$ cat config.mk
export PLATFORM = sky130hd
export DESIGN_NAME = brcu_branch_unit
export DESIGN_NICKNAME = d
export VERILOG_FILES = /design/src/rtl/brcu_pkg.sv /design/src/rtl/brcu_disp_ext.sv /design/src/rtl/brcu_cond_eval.sv /design/src/rtl/brcu_branch_unit.sv
export SDC_FILE = /design/constraint.sdc
export NUM_CORES = 1
export LEC_CHECK = 0
export ABC_AREA = 0
export ABC_CLOCK_PERIOD_IN_PS = 800
export CAP_MARGIN = 20
export CORE_ASPECT_RATIO = 1.4
export CORE_UTILIZATION = 45
export CTS_BUF_LIST = sky130_fd_sc_hd__clkbuf_8
export CTS_CLUSTER_SIZE = 10
export DETAILED_ROUTE_END_ITERATION = 6
export HOLD_SLACK_MARGIN = 0.1
export PLACE_DENSITY = 0.83
export SLEW_MARGIN = 20
export SYNTH_ARGS = -nofsm -noshare
export SYNTH_HDL_FRONTEND = slang
export SYNTH_SLANG_ARGS = --single-unit
$ cat constraint.sdc
create_clock -name clk -period 0.8 [get_ports clk]
set_input_delay 0.16 -clock clk [delete_from_list [all_inputs] [get_ports clk]]
set_output_delay 0.16 -clock clk [all_outputs]
set_load 0.05 [all_outputs]
$ cat src/rtl/brcu_pkg.sv
package brcu_pkg;

    typedef enum logic [3:0] {
        K_ALW8  = 4'd0,
        K_ALW24 = 4'd1,
        K_LNK8  = 4'd2,
        K_LNK24 = 4'd3,
        K_CS8   = 4'd4,
        K_CS24  = 4'd5,
        K_CC8   = 4'd6,
        K_CC24  = 4'd7,
        K_EQ    = 4'd8,
        K_NE    = 4'd9,
        K_EQZ   = 4'd10,
        K_NEZ   = 4'd11,
        K_GEZ   = 4'd12,
        K_GTZ   = 4'd13,
        K_LEZ   = 4'd14,
        K_LTZ   = 4'd15
    } br_kind_e;

    typedef enum logic [1:0] {
        DSEL_8  = 2'd0,
        DSEL_16 = 2'd1,
        DSEL_24 = 2'd2
    } disp_sel_e;

    // Width choice follows the kind code layout
    function automatic disp_sel_e kind_disp_sel(input logic [3:0] kind);
        if (kind[3])      return DSEL_16;
        else if (kind[0]) return DSEL_24;
        else              return DSEL_8;
    endfunction

endpackage

$ cat src/rtl/brcu_disp_ext.sv
module brcu_disp_ext
    import brcu_pkg::*;
#(
    parameter int ADDR_W = 32,
    parameter int DISP_W = 24,
    parameter int SHIFT  = 2
) (
    input  disp_sel_e           sel,
    input  logic [DISP_W-1:0]   disp,
    output logic [ADDR_W-1:0]   offset
);
    localparam int MID_W = 16;
    localparam int LOW_W = 8;

    logic [ADDR_W-1:0] ext;

    // Only the selected low bits take part; higher bits are dropped
    always_comb begin
        unique case (sel)
            DSEL_8:  ext = {{(ADDR_W-LOW_W){disp[LOW_W-1]}}, disp[LOW_W-1:0]};
            DSEL_16: ext = {{(ADDR_W-MID_W){disp[MID_W-1]}}, disp[MID_W-1:0]};
            default: ext = {{(ADDR_W-DISP_W){disp[DISP_W-1]}}, disp};
        endcase
    end

    assign offset = ext << SHIFT;

endmodule

$ cat src/rtl/brcu_cond_eval.sv
module brcu_cond_eval
    import brcu_pkg::*;
#(
    parameter int DATA_W = 32
) (
    input  br_kind_e            kind,
    input  logic [DATA_W-1:0]   opa,
    input  logic [DATA_W-1:0]   opb,
    input  logic                carry,
    output logic                take,
    output logic                link
);
    logic a_zero;
    logic a_neg;

    assign a_zero = (opa == '0);
    assign a_neg  = opa[DATA_W-1];

    always_comb begin
        take = 1'b0;
        link = 1'b0;
        unique case (kind)
            K_ALW8, K_ALW24: take = 1'b1;
            K_LNK8, K_LNK24: begin
                take = 1'b1;
                link = 1'b1;
            end
            K_CS8, K_CS24:   take = carry;
            K_CC8, K_CC24:   take = !carry;
            K_EQ:            take = (opa == opb);
            K_NE:            take = (opa != opb);
            K_EQZ:           take = a_zero;
            K_NEZ:           take = !a_zero;
            K_GEZ:           take = !a_neg;
            K_GTZ:           take = !a_neg && !a_zero;
            K_LEZ:           take = a_neg || a_zero;
            K_LTZ:           take = a_neg;
            default:         take = 1'b0;
        endcase
    end

endmodule

$ cat src/rtl/brcu_branch_unit.sv
module brcu_branch_unit
    import brcu_pkg::*;
#(
    parameter int ADDR_W = 32,
    parameter int DISP_W = 24,
    parameter int SHIFT  = 2
) (
    input  logic                clk,
    input  logic                rst_n,
    input  logic                req_valid,
    input  logic [3:0]          req_kind,
    input  logic [ADDR_W-1:0]   req_pc,
    input  logic [DISP_W-1:0]   req_disp,
    input  logic [ADDR_W-1:0]   req_opa,
    input  logic [ADDR_W-1:0]   req_opb,
    input  logic                req_carry,
    output logic                res_valid,
    output logic                res_taken,
    output logic [ADDR_W-1:0]   res_target,
    output logic                res_link_we,
    output logic [ADDR_W-1:0]   res_link_val
);
    localparam logic [ADDR_W-1:0] STEP = ADDR_W'(1) << SHIFT;

    br_kind_e          kind;
    logic [ADDR_W-1:0] offset;
    logic [ADDR_W-1:0] seq_pc;
    logic [ADDR_W-1:0] jump_pc;
    logic              take;
    logic              link;

    assign kind    = br_kind_e'(req_kind);
    assign seq_pc  = req_pc + STEP;
    assign jump_pc = req_pc + offset;

    brcu_disp_ext #(
        .ADDR_W (ADDR_W),
        .DISP_W (DISP_W),
        .SHIFT  (SHIFT)
    ) u_disp (
        .sel    (kind_disp_sel(req_kind)),
        .disp   (req_disp),
        .offset (offset)
    );

    brcu_cond_eval #(
        .DATA_W (ADDR_W)
    ) u_cond (
        .kind   (kind),
        .opa    (req_opa),
        .opb    (req_opb),
        .carry  (req_carry),
        .take   (take),
        .link   (link)
    );

    // Result register: idle after reset, loaded when a request was present
    always_ff @(posedge clk or negedge rst_n) begin
        if (!rst_n) begin
            res_valid    <= 1'b0;
            res_taken    <= 1'b0;
            res_link_we  <= 1'b0;
            res_target   <= '0;
            res_link_val <= '0;
        end else begin
            res_valid    <= req_valid;
            res_taken    <= req_valid && take;
            res_link_we  <= req_valid && link;
            res_target   <= take ? jump_pc : seq_pc;
            res_link_val <= seq_pc;
        end
    end

    a_r2_valid_follows: assert property (@(posedge clk) disable iff (!rst_n)
        req_valid |=> res_valid);

    a_r5_always_taken: assert property (@(posedge clk) disable iff (!rst_n)
        (req_valid && req_kind[3:2] == 2'b00) |=> res_taken);

    a_r9_fallthrough: assert property (@(posedge clk) disable iff (!rst_n)
        (res_valid && !res_taken) |-> res_target == $past(req_pc) + STEP);

    a_r10_link_implies_taken: assert property (@(posedge clk) disable iff (!rst_n)
        res_link_we |-> res_taken);

    a_r10_link_value: assert property (@(posedge clk) disable iff (!rst_n)
        res_link_we |-> res_link_val == $past(req_pc) + STEP);

    a_r12_idle_quiet: assert property (@(posedge clk) disable iff (!rst_n)
        !req_valid |=> (!res_taken && !res_link_we));

endmodule

==> metrics, run 1 <==
pre-CTS setup slack -2478 ps; Mapped Avg Cell Area 9.018 µm²; Mapped Area around 4700 µm²; initial core utilization 46.07%; post-synth net total 686; Die Y 123.5 µm; largest area contributor in the netlist dfrtp_1; Post-synth EDFFs 0; Syn Inst Count 526; first error [ERROR DPL-0038] Utilization greater than 100%, impossible to legalize; TritonCTS buffer count 9; H-Tree Depth 3; Synth cell types 51; root buffer cell clkbuf_8; instance area after placement about 9000 µm²; Post-CTS Setup Inserts 57; IO Pins 195; Port Buf Inserts 194; total number of yosys warnings 0; Post-CTS Resized 501; share of the synthesized area in the top cell type 34.29%; Clock Sink Count 65; hold_buf cts 1; sequential fraction of the synthesis area 34.29%; Top FF cell, synth dfrtp_1; outcome stopped before the end; Longest Clk Path Bufs 2; Cell Rows 44; Detailed Place HPWL roughly 17 mm; Final Wtd Congestion 0.9345; Synth async-reset ratio 100.0%; Stopped at clock tree synthesis; Synth area leaders dfrtp_1 34%, xnor2_1 11%, ha_1 8.2%; flop and latch count out of synthesis between 60 and 70; horizontal die dimension 88.77 µm
-- Yosys cell counts, types with 4 or more instances --
cell       n
xor2_1    18
o21ai_0   21
o21a_1     5
nor2b_1    4
a21o_1    12
a211oi_1   4
dfrtp_1   65
o211ai_1   5
o31ai_1    7
xnor2_1   62
clkbuf_1   9
nand3b_1   4
nand3_1   23
nor4_1    11
o21ai_1   14
mux2_4    10
nor3_1    13
and3_1     9
nand2_1   58
inv_1     22
and2_1     4
nor2_1    25
a21oi_1   34
nand4_1   14
ha_1      31
-- kinds of logic after synthesis --
group,share of synthesized area (%)
muxes,3.798
xor gates and xnor gates,14.77
AOI/OAI and AO/OA,16.94
DFF,34.29
buffers and inverters,3.455
adders and majority gates,8.599
and+or+nand+nor,18.15
-- stage by stage --
step	hold WS (ps)	utilization [%]	std cells	TNS, ps
2_1_floorplan	-135.6	-	526	-44840
3_3_place_gp	-12.20	87.75	1014	-93840
3_5_place_dp	-4.958	87.75	1014	-100660
==> run 2, diff against run 1 <==
CORE_ASPECT_RATIO = unset   (was 1.4)
CORE_UTILIZATION = 30   (was 45)
CTS_BUF_LIST = unset   (was sky130_fd_sc_hd__clkbuf_8)
CTS_CLUSTER_SIZE = unset   (was 10)
HOLD_SLACK_MARGIN = unset   (was 0.1)
PLACE_DENSITY = unset   (was 0.83)
PLACE_DENSITY_LB_ADDON = 0.15   (was unset)
==> run 2 against run 1 <==
  * The flow now finishes, with violations (negative setup slack)
  * Area after synthesis did not move
  * Synthesized cell count did not move
==> metrics, run 2 <==
horizontal die dimension 127.7 µm (+44%); Synth area leaders dfrtp_1 34%, xnor2_1 11%, ha_1 8.2%; Die Area 16320 µm²; Synth Area in XOR/XNOR 14.77% (unchanged); gr usage total 26.08%; Detailed Place HPWL 14.38 mm (-15%); Final Wtd Congestion 0.9368 (+0.25%); commonest non-fill, non-tap cell in the layout buf_4; Cell Chain, Critical Path buf_8 -> buf_12 -> o21ai_4 -> nand2_4 -> ha_4 -> o211ai_1 -> nor3_4 -> o21ai_2 -> o211ai_1 -> buf_4 -> o21ai_4 -> o31ai_2 -> xnor2_1 -> mux2_4; multiplexer share of the synthesized area 3.798% (unchanged); WP buf/inv 3; NumNets Final 1129; max-slew violation count 0; grt ovf 0; Setup TNS -76670 ps; Slew @ Worst Pin roughly 460 ps; Largest register FFs 32; Antenna Cells 0; Synth Area in Compound Gates 16.93% (unchanged); Tmin final 2327 ps; sequential fraction of the synthesis area 34.29% (unchanged); failing checks negative setup slack; vias in the first global route 6360; via count 5950; crit-path max FO 6; TritonCTS buffer count 9 (unchanged); Largest Register res_link_val; kind of critical path in2reg; RSZ-0062 raised after global routing yes; Synth async-reset ratio 100.0% (unchanged); Slowest-stage cell, CP ha_4; pin count of the biggest net entering global routing 66; Port Buf Inserts 194 (unchanged); Syn Inst Count 526 (unchanged); total number of yosys warnings 0 (unchanged); leading cell types by count after synthesis 65 x dfrtp_1, 62 x xnor2_1, 58 x nand2_1; CP Capture Type register; # fillers 925; placed cells 1091 (+7.6%); antenna-violating nets left 0; Slew HR between 60% and 70%; routed len/inst 19.25 µm; final wirelength 22.81 mm; layout cells sized above 1 61.50%; Peak Freq 0.4297 GHz; largest area contributor in the netlist dfrtp_1; adder-cell share of the synthesized area 8.599% (unchanged); VDD IR max 1036 µV; first-pass GRT wire length between 30 and 40 mm; clk slew on worst S/H paths 60 ps; DRC viols 0; Vias/cell 5.021; final setup violation count 125; outcome complete, but fails checks; total of max-cap violations 0; Post-Layout Cell Count 1185; total iterations of the first detailed-routing run 4; leakage 5.231 nW; Final Hold Viols 0; Die Y 127.7 µm (+3.4%); H-Tree Depth 3 (unchanged); worst path required time 1020 ps; DR iter-0 viols 342; Cell Rows 45 (+2.3%); Clock Sink Count 65 (unchanged); IO Pins 195 (unchanged); initial core utilization 30.97% (-15 points); most frequent cells in the layout 170 x buf_4, 80 x buf_6, 76 x buf_12; most common cell in the netlist dfrtp_1; Longest Clk Path Bufs 2 (unchanged); Core Area 15310 µm²; pwr dens ~1600 nW/µm²; CP arrival 2540 ps; share of the synthesized area in the top cell type 34.29% (unchanged); largest family of logic cells by synthesized area simple AND/OR/NAND/NOR gates; Post-synth EDFFs 0 (unchanged); Largest regs res_link_val: 32 flops, res_target: 30 flops; cell family with most CP delay compound AO/OA/AOI/OAI gates; post-synth net total 686 (unchanged); Mapped Area 4743 µm² (unchanged); synthesis-to-layout area growth 149.9%; simple-gate area share of the yosys netlist 18.15% (unchanged); Synth cell types 51 (unchanged); CP max stage delay about 290 ps; flop and latch count out of synthesis 65 (unchanged); initial antenna violation count 0; Mapped Avg Cell Area 9.018 µm² (unchanged); startpoint types primary input; Top FF cell, synth dfrtp_1; final period utilization 290.9%; root buffer cell clkbuf_16; worst hold path class in2reg; min setup slack post-route -1527 ps; TritonCTS clock tree built
-- run 2: cell counts after synthesis --
No cell type changed its count.
-- run 2: through the flow --
stage	setup WS [ps]	hold WS (ps)	utilization, %	area, µm²	power (W)
finish	-1527	111.0	77.39	11850	0.01907
global route	-1613	116.7	77.39	11850	0.01980
CTS	-1494	101.4	73.70	11290	0.01840
detailed placement	-2416	203.4	59.78	9155	0.01258
global placement	-2332	194.7	59.78	9155	0.01247
floorplan	-1626	-135.6	-	5104	0.007986
-- run 2: layer usage --
layer / global-route usage, % / wire [µm] / vias up
met3: 4.591 / 1295 / 47
met2: 50.58 / 12390 / 238
met5: 0 / 0 / -
met4: 7.751 / 655 / 0
li1: - / - / 2780
met1: 28.65 / 8463 / 2885
-- run 2: layout make-up --
| type | count | area, µm² | area share (%) |
|---|---|---|---|
| Sequential cell | 65 | 1629 | 13.75 |
| Multi-Input combinational cell | 424 | 4666 | 39.37 |
| Tap cell | 211 | 264.0 | 2.228 |
| Timing Repair Buffer | 447 | 4868 | 41.08 |
| Clock buffer | 14 | 274.0 | 2.312 |
| Inverter | 22 | 90.09 | 0.7601 |
| Clock inverter | 2 | 60.06 | 0.5068 |
-- run 2: power breakdown --
group          total, W  switching [W]  leakage (nW)  internal, W
combinational    0.0104        0.00501          4.31      0.00542
sequential      0.00415       0.000402         0.761      0.00375
clock           0.00448        0.00149         0.163      0.00299
-- run 2: worst paths after layout --
check | to | from | slack, ps | cells past startpoint
max | res_target[31]$_DFF_PN0_ | req_kind[0] | -1530 | 14
min | res_link_val[9]$_DFF_PN0_ | req_pc[9] | 110 | 3
max in group asynchronous | res_link_val[1]$_DFF_PN0_ | rst_n | 110 | 3
min in group asynchronous | res_target[7]$_DFF_PN0_ | rst_n | 380 | 3
-- run 2: timing repair --
action | in CTS | in global routing
hold buffers | 1 | 0
endpoints found under the hold margin | 65 | 0
pin swaps | 119 | 92
gates resized for setup | 478 | 126
setup endpoints to repair | 127 | 125
cloned | 6 | 0
buffers inserted | 63 | 25
-- run 2: kinds of logic (layout without fill, tap and decap cells) --
family                     after synthesis  in the layout
muxes                                   13             13
xor gates and xnor gates                80             80
AOI/OAI and AO/OA                      124            124
DFF                                     65             65
adders and majority gates               32             32
and+or+nand+nor                        175            175
buffers and inverters                   37            485
Note: power is estimated with default switching activity, not from simulation.
==> run 3, diff against run 2 <==
CAP_MARGIN = 10   (was 20)
==> results of run 3 <==
Same layout as run 2: the final DEF is identical, and so are final timing and power.
==> run 4, diff against run 3 <==
SLEW_MARGIN = unset   (was 20)
==> results of run 4 <==
Same layout as run 2: the final DEF is identical, and so are final timing and power.
